$ cat config.mk
export PLATFORM = sky130hd
export DESIGN_NAME = addr_watch_unit
export DESIGN_NICKNAME = d
export VERILOG_FILES = /design/src/rtl/awu_pkg.sv /design/src/rtl/awu_window.sv /design/src/rtl/awu_irq.sv /design/src/rtl/addr_watch_unit.sv
export SDC_FILE = /design/constraint.sdc
export NUM_CORES = 2
export LEC_CHECK = 0
export ABC_AREA = 0
export BUFFER_PORTS_ARGS = -buffer_cell sky130_fd_sc_hd__buf_2
export CORE_ASPECT_RATIO = 0.9
export CORE_MARGIN = 2
export CORE_UTILIZATION = 65
export DETAILED_ROUTE_END_ITERATION = 10
export PLACE_DENSITY = 0.85
export SLEW_MARGIN = 40
export SYNTH_ARGS = -nofsm -noshare
export SYNTH_HDL_FRONTEND = slang
export SYNTH_SLANG_ARGS = --single-unit
$ cat constraint.sdc
create_clock -name clk -period 10.9 [get_ports clk]
set_clock_uncertainty 0.2 [all_clocks]
set_input_delay 3.27 -clock clk [delete_from_list [all_inputs] [get_ports clk]]
set_output_delay 3.27 -clock clk [all_outputs]
set_load 0.02 [all_outputs]
$ cat src/rtl/awu_pkg.sv
package awu_pkg;
  // Offsets inside one watchpoint's 8-word slot
  localparam logic [2:0] OFF_FIRST  = 3'd0;
  localparam logic [2:0] OFF_LAST   = 3'd1;
  localparam logic [2:0] OFF_OPMSK  = 3'd2;
  localparam logic [2:0] OFF_CLIMSK = 3'd3;
  localparam logic [2:0] OFF_CAPCLI = 3'd4;
  localparam logic [2:0] OFF_CAPADR = 3'd5;
  localparam logic [2:0] OFF_CAPINF = 3'd6;
  localparam logic [2:0] OFF_REARM  = 3'd7;
  // Global register offsets
  localparam logic [1:0] GLB_MASK   = 2'd0;
  localparam logic [1:0] GLB_MSTAT  = 2'd1;
  localparam logic [1:0] GLB_ACK    = 2'd2;
  localparam logic [1:0] GLB_RSTAT  = 2'd3;
endpackage

$ cat src/rtl/awu_window.sv
module awu_window
  import awu_pkg::*;
#(
  parameter int AW   = 32,
  parameter int DW   = 32,
  parameter int OPW  = 2,
  parameter int NCLI = 14,
  parameter int CIDW = 4,
  parameter int SZW  = 3
) (
  input  logic              clk,
  input  logic              rst_n,
  input  logic              cfg_we,
  input  logic [2:0]        cfg_off,
  input  logic [DW-1:0]     wdata,
  input  logic              acc_valid,
  input  logic [AW-1:0]     acc_addr,
  input  logic [OPW-1:0]    acc_op,
  input  logic [CIDW-1:0]   acc_client,
  input  logic [SZW-1:0]    acc_size,
  output logic              hit,
  output logic              armed,
  output logic              rearm,
  output logic [AW-1:0]     cap_addr,
  output logic [(1<<OPW)-1:0] op_mask,
  output logic [NCLI-1:0]   cli_mask,
  output logic [DW-1:0]     rdata
);
  localparam int NOP = 1 << OPW;
  localparam int INFW = SZW + OPW + CIDW;

  function automatic logic in_window(input logic [AW-1:0] a,
                                     input logic [AW-1:0] lo,
                                     input logic [AW-1:0] hi);
    return (a >= lo) && (a <= hi);
  endfunction

  function automatic logic [NCLI-1:0] client_bit(input logic [CIDW-1:0] c);
    return {{(NCLI-1){1'b0}}, 1'b1} << c;
  endfunction

  logic [AW-1:0]   first_q, last_q;
  logic [NCLI-1:0] cap_cli_q;
  logic [INFW-1:0] cap_inf_q;
  logic            capture;
  logic [NCLI-1:0] cli_onehot;

  assign cli_onehot = client_bit(acc_client);
  assign hit = acc_valid && in_window(acc_addr, first_q, last_q)
               && op_mask[acc_op] && |(cli_mask & cli_onehot);
  assign rearm   = cfg_we && (cfg_off == OFF_REARM);
  assign capture = hit && (armed || rearm);

  always_ff @(posedge clk) begin
    if (!rst_n) begin
      first_q   <= '0;
      last_q    <= '0;
      op_mask   <= '0;
      cli_mask  <= '0;
      cap_cli_q <= '0;
      cap_addr  <= '0;
      cap_inf_q <= '0;
      armed     <= 1'b1;
    end else begin
      if (cfg_we) begin
        case (cfg_off)
          OFF_FIRST:  first_q  <= wdata[AW-1:0];
          OFF_LAST:   last_q   <= wdata[AW-1:0];
          OFF_OPMSK:  op_mask  <= wdata[NOP-1:0];
          OFF_CLIMSK: cli_mask <= wdata[NCLI-1:0];
          default: ;
        endcase
      end
      cap_cli_q <= (rearm ? '0 : cap_cli_q) | (hit ? cli_onehot : '0);
      if (capture) begin
        cap_addr  <= acc_addr;
        cap_inf_q <= {acc_size, acc_op, acc_client};
        armed     <= 1'b0;
      end else if (rearm) begin
        armed <= 1'b1;
      end
    end
  end

  always_comb begin
    rdata = '0;
    case (cfg_off)
      OFF_FIRST:  rdata = DW'(first_q);
      OFF_LAST:   rdata = DW'(last_q);
      OFF_OPMSK:  rdata = DW'(op_mask);
      OFF_CLIMSK: rdata = DW'(cli_mask);
      OFF_CAPCLI: rdata = DW'(cap_cli_q);
      OFF_CAPADR: rdata = DW'(cap_addr);
      OFF_CAPINF: rdata = DW'(cap_inf_q);
      default:    rdata = '0;
    endcase
  end
endmodule

$ cat src/rtl/awu_irq.sv
module awu_irq #(
  parameter int NWP = 4,
  parameter int DW  = 32
) (
  input  logic           clk,
  input  logic           rst_n,
  input  logic [NWP-1:0] hit,
  input  logic           mask_we,
  input  logic           ack_we,
  input  logic [DW-1:0]  wdata,
  output logic [NWP-1:0] status,
  output logic [NWP-1:0] imask,
  output logic [NWP-1:0] masked,
  output logic           irq
);
  logic [NWP-1:0] clr;
  assign clr = ack_we ? wdata[NWP-1:0] : '0;

  always_ff @(posedge clk) begin
    if (!rst_n) begin
      status <= '0;
      imask  <= '0;
    end else begin
      status <= (status & ~clr) | hit;
      if (mask_we) imask <= wdata[NWP-1:0];
    end
  end

  assign masked = status & imask;
  assign irq    = |masked;
endmodule

$ cat src/rtl/addr_watch_unit.sv
module addr_watch_unit
  import awu_pkg::*;
#(
  parameter int NWP  = 4,
  parameter int AW   = 32,
  parameter int DW   = 32,
  parameter int OPW  = 2,
  parameter int NCLI = 14,
  parameter int SZW  = 3,
  localparam int CIDW = $clog2(NCLI),
  localparam int WPB  = (NWP > 1) ? $clog2(NWP) : 1,
  localparam int RAW  = WPB + 3 + 1,
  localparam int NOP  = 1 << OPW
) (
  input  logic            clk,
  input  logic            rst_n,
  input  logic            acc_valid,
  input  logic [AW-1:0]   acc_addr,
  input  logic [OPW-1:0]  acc_op,
  input  logic [CIDW-1:0] acc_client,
  input  logic [SZW-1:0]  acc_size,
  input  logic            reg_we,
  input  logic [RAW-1:0]  reg_addr,
  input  logic [DW-1:0]   reg_wdata,
  output logic [DW-1:0]   reg_rdata,
  output logic            irq_o
);
  logic            glb_sel;
  logic [WPB-1:0]  wp_idx;
  logic [2:0]      wp_off;
  logic [1:0]      glb_off;

  assign glb_sel = reg_addr[RAW-1];
  assign wp_idx  = reg_addr[RAW-2:3];
  assign wp_off  = reg_addr[2:0];
  assign glb_off = reg_addr[1:0];

  logic [NWP-1:0]      hit_vec, armed_vec, rearm_vec;
  logic [NWP*AW-1:0]   cap_addr_flat;
  logic [NWP*NOP-1:0]  op_mask_flat;
  logic [NWP*NCLI-1:0] cli_mask_flat;
  logic [DW-1:0]       wp_rdata [NWP];

  for (genvar i = 0; i < NWP; i++) begin : g_wp
    logic we_i;
    assign we_i = reg_we && !glb_sel && (wp_idx == WPB'(i));
    awu_window #(
      .AW(AW), .DW(DW), .OPW(OPW), .NCLI(NCLI), .CIDW(CIDW), .SZW(SZW)
    ) win_i (
      .clk       (clk),
      .rst_n     (rst_n),
      .cfg_we    (we_i),
      .cfg_off   (wp_off),
      .wdata     (reg_wdata),
      .acc_valid (acc_valid),
      .acc_addr  (acc_addr),
      .acc_op    (acc_op),
      .acc_client(acc_client),
      .acc_size  (acc_size),
      .hit       (hit_vec[i]),
      .armed     (armed_vec[i]),
      .rearm     (rearm_vec[i]),
      .cap_addr  (cap_addr_flat[i*AW +: AW]),
      .op_mask   (op_mask_flat[i*NOP +: NOP]),
      .cli_mask  (cli_mask_flat[i*NCLI +: NCLI]),
      .rdata     (wp_rdata[i])
    );
  end

  logic           mask_we, ack_we;
  logic [NWP-1:0] status_vec, imask_vec, masked_vec;

  assign mask_we = reg_we && glb_sel && (glb_off == GLB_MASK);
  assign ack_we  = reg_we && glb_sel && (glb_off == GLB_ACK);

  awu_irq #(.NWP(NWP), .DW(DW)) irq_i (
    .clk    (clk),
    .rst_n  (rst_n),
    .hit    (hit_vec),
    .mask_we(mask_we),
    .ack_we (ack_we),
    .wdata  (reg_wdata),
    .status (status_vec),
    .imask  (imask_vec),
    .masked (masked_vec),
    .irq    (irq_o)
  );

  always_comb begin
    reg_rdata = '0;
    if (glb_sel) begin
      case (glb_off)
        GLB_MASK:  reg_rdata = DW'(imask_vec);
        GLB_MSTAT: reg_rdata = DW'(masked_vec);
        GLB_RSTAT: reg_rdata = DW'(status_vec);
        default:   reg_rdata = '0;
      endcase
    end else if (int'(wp_idx) < NWP) begin
      reg_rdata = wp_rdata[wp_idx];
    end
  end
endmodule

[Word-level counts from Yosys, hierarchy flattened]
Cells that the tools add are included.
Widths: inputs -> output; s select.
Operators by class
  $lt $le $gt $ge: 10
  eq/ne operators: 13
  shift-type cells: 1
  muxes and demuxes: 34
  bitwise operators: 13
  reductions and logical operators: 65
Operators by type and width (count)
  $pmux 32 s7: 4
  $ge 32x32->1: 4
  $le 32x32->1: 4
  $mux 14: 8
  $mux 32: 3
  $bmux 32 s2: 1
  $and 14x14->14: 4
  $or 14x14->14: 4
  $reduce_or 14->1: 4
  $logic_and 1x1->1: 32
  $reduce_and 2->1: 16
  $shl 1x4->14 const A: 1
  $eq 3x3->1 const B: 4
  $mux 1: 12
  $pmux 4 s3: 1
  $and 4x4->4: 2
  $bmux 1 s2: 4
  $eq 2x2->1 const B: 4
  $reduce_bool 2->1: 4
  $eq 3x2->1 const B: 2
  $eq 2x1->1 const B: 2
  $logic_not 2->1: 2
  $logic_or 1x1->1: 4
  $mux 4: 1
  other kinds (9): 9
Storage, ports and cells
  bits in registers: 560

[Longest topological paths before layout]
  depth after elaboration: 7
  mapped depth: 12

[Modules after synthesis]
A second synthesis with hierarchy kept.
Second synthesis, totals
  cell total of the unflattened synthesis: 4287
  area, all modules: 34047.7 sq um
Modules (own cells, without submodules)
  awu_window (g_wp[1].win_i ...): times used 2, cells an instance 1039, area each 8145.3 sq um
  awu_window (g_wp[0].win_i): times used 1, cells an instance 1041, area each 8131.5 sq um
  awu_window (g_wp[3].win_i): times used 1, cells an instance 1031, area each 8122.8 sq um
  addr_watch_unit: times used 1, cells an instance 103, area each 1174.9 sq um
  awu_irq: times used 1, cells an instance 34, area each 327.8 sq um

[Worst setup path after synthesis]
Ideal clock, no wire load.
  kind: input port to output port
  start: in reg_addr[2]
  end: out reg_rdata[2]
  arrival: 5336 ps
  data required time: 7430 ps
  path slack: 2094 ps
  stages on the path: 9
  buffers on the path: 2
  cell sequence: buf_2 -> clkinv_1 -> nor3_2 -> clkbuf_1 -> a22oi_1 -> nand2_1 -> a21oi_1 -> mux4_2 -> o22ai_1
Between the ends
  word-level cells in the longest chain between the ends: 6
  elaborated cells on any way between the ends: 15
RTL lines
  start: declaration: RTL line addr_watch_unit.sv:23  | input logic [RAW-1:0] reg_addr,
  $eq 3x3->1 (tied with other cells): RTL line awu_window.sv:87  | case (cfg_off)
  $pmux 32 s7: RTL line awu_window.sv:87
  $bmux 32 s2 (*): RTL line addr_watch_unit.sv:99  | reg_rdata = wp_rdata[wp_idx];
  $mux 32 (not written as such) (*) (2 in series): RTL line addr_watch_unit.sv:99
  $mux 32 (*): RTL line addr_watch_unit.sv:91  | if (glb_sel) begin
  end: declaration: RTL line addr_watch_unit.sv:25  | output logic [DW-1:0] reg_rdata,
Mark *: on every way between the ends. The rest lies on a longest branch, timed or not. The select of a mux whose other input is x is not followed.

[Worst setup path in the final report]
  start: in reg_addr[2]
  end: out reg_rdata[10]
The elaborated chain is that of the path after synthesis.

==> metrics.cfg <==
[placement]
hpwlAfterDp_um=84100
numPortBuffers=115
gp_congestion=1.05
place_inst=4591

[pwr]
p_leak_nw=12.5
netSwitchingFraction_pct=26.2
intPower_mw=3.46
combinationalPowerShare_pct=9.6
pwr-share-seq_pct=43.9
p_switching_mw=1.23
power_density_nw_per_um2=131
pwr-share-clk_pct=46.5
peakVddDrop_uv=117
finalPower_mw=4.69

[synth]
synthCells=4028
synth-adder-area-share_pct=9.81
synth-seq-cells=560
synth_nets=4367
synth_edf_count=0
synth_top_family_by_area=compound AO/OA/AOI/OAI gates
netlist_area_um2=32700
ys.flop_type=dfxtp_1
synth_mux_area_share_pct=10.0
ys_types=76
async_flop_share_pct=0
synth-compound-area-share_pct=20.1
ys_warn_count=0
synthSimpleGateAreaFrac_pct=18.9
synth-xor-area-share_pct=0
avgSynthCellArea_um2=8.11
yosysSeqAreaShare_pct=34.3

[global_route]
use_met3_pct=17.6
grt.overflow.total=0
grt_first_pass_wirelength_um=184000
busiest_layer=met2
grt_util_met2_pct=64.9
grt_util_all_layers_pct=46.9
grt_use_met1_pct=62.9
grt_max_degree=155
antenna_found_initial=8
first_global_vias=29659

[clocking]
clkLatencyLatePin_ps=650
postCtsHoldBufs=0
clock_path_buffers=3
cts_buffers=58
cts_root_buf=clkbuf_16
cts_setup_buffers=0
cts_resized=0
cts_tree=built
path_clk_slew_ps=60
clock-sinks=560
htreeDepth=2

[setup_path]
end_kind=output port
required_ps=7430
cp_max_fo=54
crit_type=input port to output port
startpoint_type=input port
cp_data_arrival_time_ps=6270

[floorplan]
ios=116
core-area_um2=49400
dieArea_um2=52100
fp.dieH_um=217
die_x_um=240
initial_utilization_pct=66.1
rows=77

[outcome]
status=complete, no violations

[layout]
multi_input_area_um2=19400
layout_common_cells=nand2_1, dfxtp_1, a21boi_0
final_common_cell=nand2_1
layout.nets=4320
fillerInstances=3806
final_cells=4702
regArea_um2=11200
layout-drive-gt1-share_pct=8.84
utilization_pct=72.4
area_growth_syn_to_layout_pct=9.47

[detailed_routing]
post-route-drc-count=0
avgRoutedWirePerCell_um=26.3
avgViaCountPerCell=6.78
first_iter_violations=5011
detail-route-antenna-nets=0
dr_total_vias=31867
drtPass1Iterations=8
wl_um=124000

[worst_hold_path]
hold_path_class=flop to flop

[sta]
max_freq_mhz=103
finalMaxSlewViolations=0
worst_pin_slew_ps=897
period_share_pct=89.3
holdWs_ps=261
setup_viol=0
finalHoldViolations=0
rsz0062_at_grt=no
tns_ps=0
min_period_ps=9740
slew_headroom_pct=39.6

[job]
drv_cap=0

-- synthesized netlist by cell type, drive strengths merged, types with 7 or more instances --
cell type     n  area share [%]
nand2      1008              12
dfxtp       560              34
a21boi      354             8.1
inv         263             3.0
ha          256             9.8
mux2i       249             7.6
clkbuf      243             2.9
a21oi       185             2.8
nor2        132             1.5
o21ai        86             1.3
a221oi       80             2.1
nand3        58            0.89
buf          50            0.97
nand4        46            0.88
nor2b        41            0.79
nor4         41            0.90
a22oi        40            0.92
o21a         35            0.80
mux4         33             2.3
a211oi       28            0.68
a21o         25            0.57
and2         22            0.42
and4         18            0.48
nor3         18            0.29
or4          15            0.34
a32oi        13            0.35
o22ai        13            0.25
nand2b       12            0.23
a221o        11            0.34
o211ai        9            0.25
o221ai        9            0.24
a2111oi       7            0.25
-- critical path, cell delays in order --
cell      delay (ps)
buf_6            480
clkinv_1         140
buf_4            240
nor3_4           670
buf_4            330
nand2_1           70
o21ai_0           90
a221oi_1          90
mux4_2           510
nor2_1           130
buf_2            190
-- layer usage --
layer	share of wire [%]	up-vias
li1	-	13887
met1	37	14782
met2	39	2593
met3	17	593
met4	6.6	12
met5	0.059	-
-- state kept, by name, summed over array words and instances (netlist names) --
name / count
irq_i.status: 4
irq_i.imask: 4
g_wp.win_i.cli_mask: 56
g_wp.win_i.cap_addr: 128
g_wp.win_i.last_q: 128
g_wp.win_i.cap_inf_q: 36
g_wp.win_i.op_mask: 16
g_wp.win_i.first_q: 128
g_wp.win_i.cap_cli_q: 56
g_wp.win_i.armed: 4
-- per-stage QoR --
step	setup slack [ps]	cell area, um2
after floorplan	2090	32700
after global placement	1340	33400
after detailed placement	1330	33700
after CTS	1320	35700
after global routing	1080	35800
final	1160	35800
-- cell type report --
class	count	share of cell area (%)
multi-input cells	2911	54.1
flip-flops and latches	560	31.3
clock buffers	87	5.04
diodes	3	0.0210
repair buffers	186	3.61
well taps	671	2.35
clock inverters	20	0.724
inverters	264	2.77
-- path summary, 6_finish.rpt --
kind	start	to	slack, ps	cells past startpoint
setup / recovery	reg_addr[2]	reg_rdata[10]	1160	11
hold / removal	g_wp[0].win_i.cap_addr[17]$_SDFFE_PN0P_	g_wp[0].win_i.cap_addr[17]$_SDFFE_PN0P_	260	2
hold reg to reg	g_wp[0].win_i.cap_addr[17]$_SDFFE_PN0P_	g_wp[0].win_i.cap_addr[17]$_SDFFE_PN0P_	260	2
setup reg to reg	g_wp[3].win_i.first_q[13]$_SDFFE_PN0P_	g_wp[3].win_i.cap_addr[29]$_SDFFE_PN0P_	6420	10
-- power groups by stage --
stage                     registers, mW  clock network [mW]  logic, mW
after floorplan                    2.10                   0      0.265
after detailed placement           2.10                   0      0.420
after global placement             2.10                   0      0.410
final                              2.06                2.18      0.451
after global routing               2.06                2.23      0.472
after CTS                          2.06                2.15      0.424
-- kinds of logic (layout without fill, tap and decap cells) --
group                      Yosys count  after routing
AOI/OAI and AO/OA                  933            933
adders and majority gates          256            256
buffers and inverters              557            557
DFF                                560            560
muxes                              286            286
other                                0              3
and+or+nand+nor                   1436           1436
Note: power is estimated with default switching activity, not from simulation.
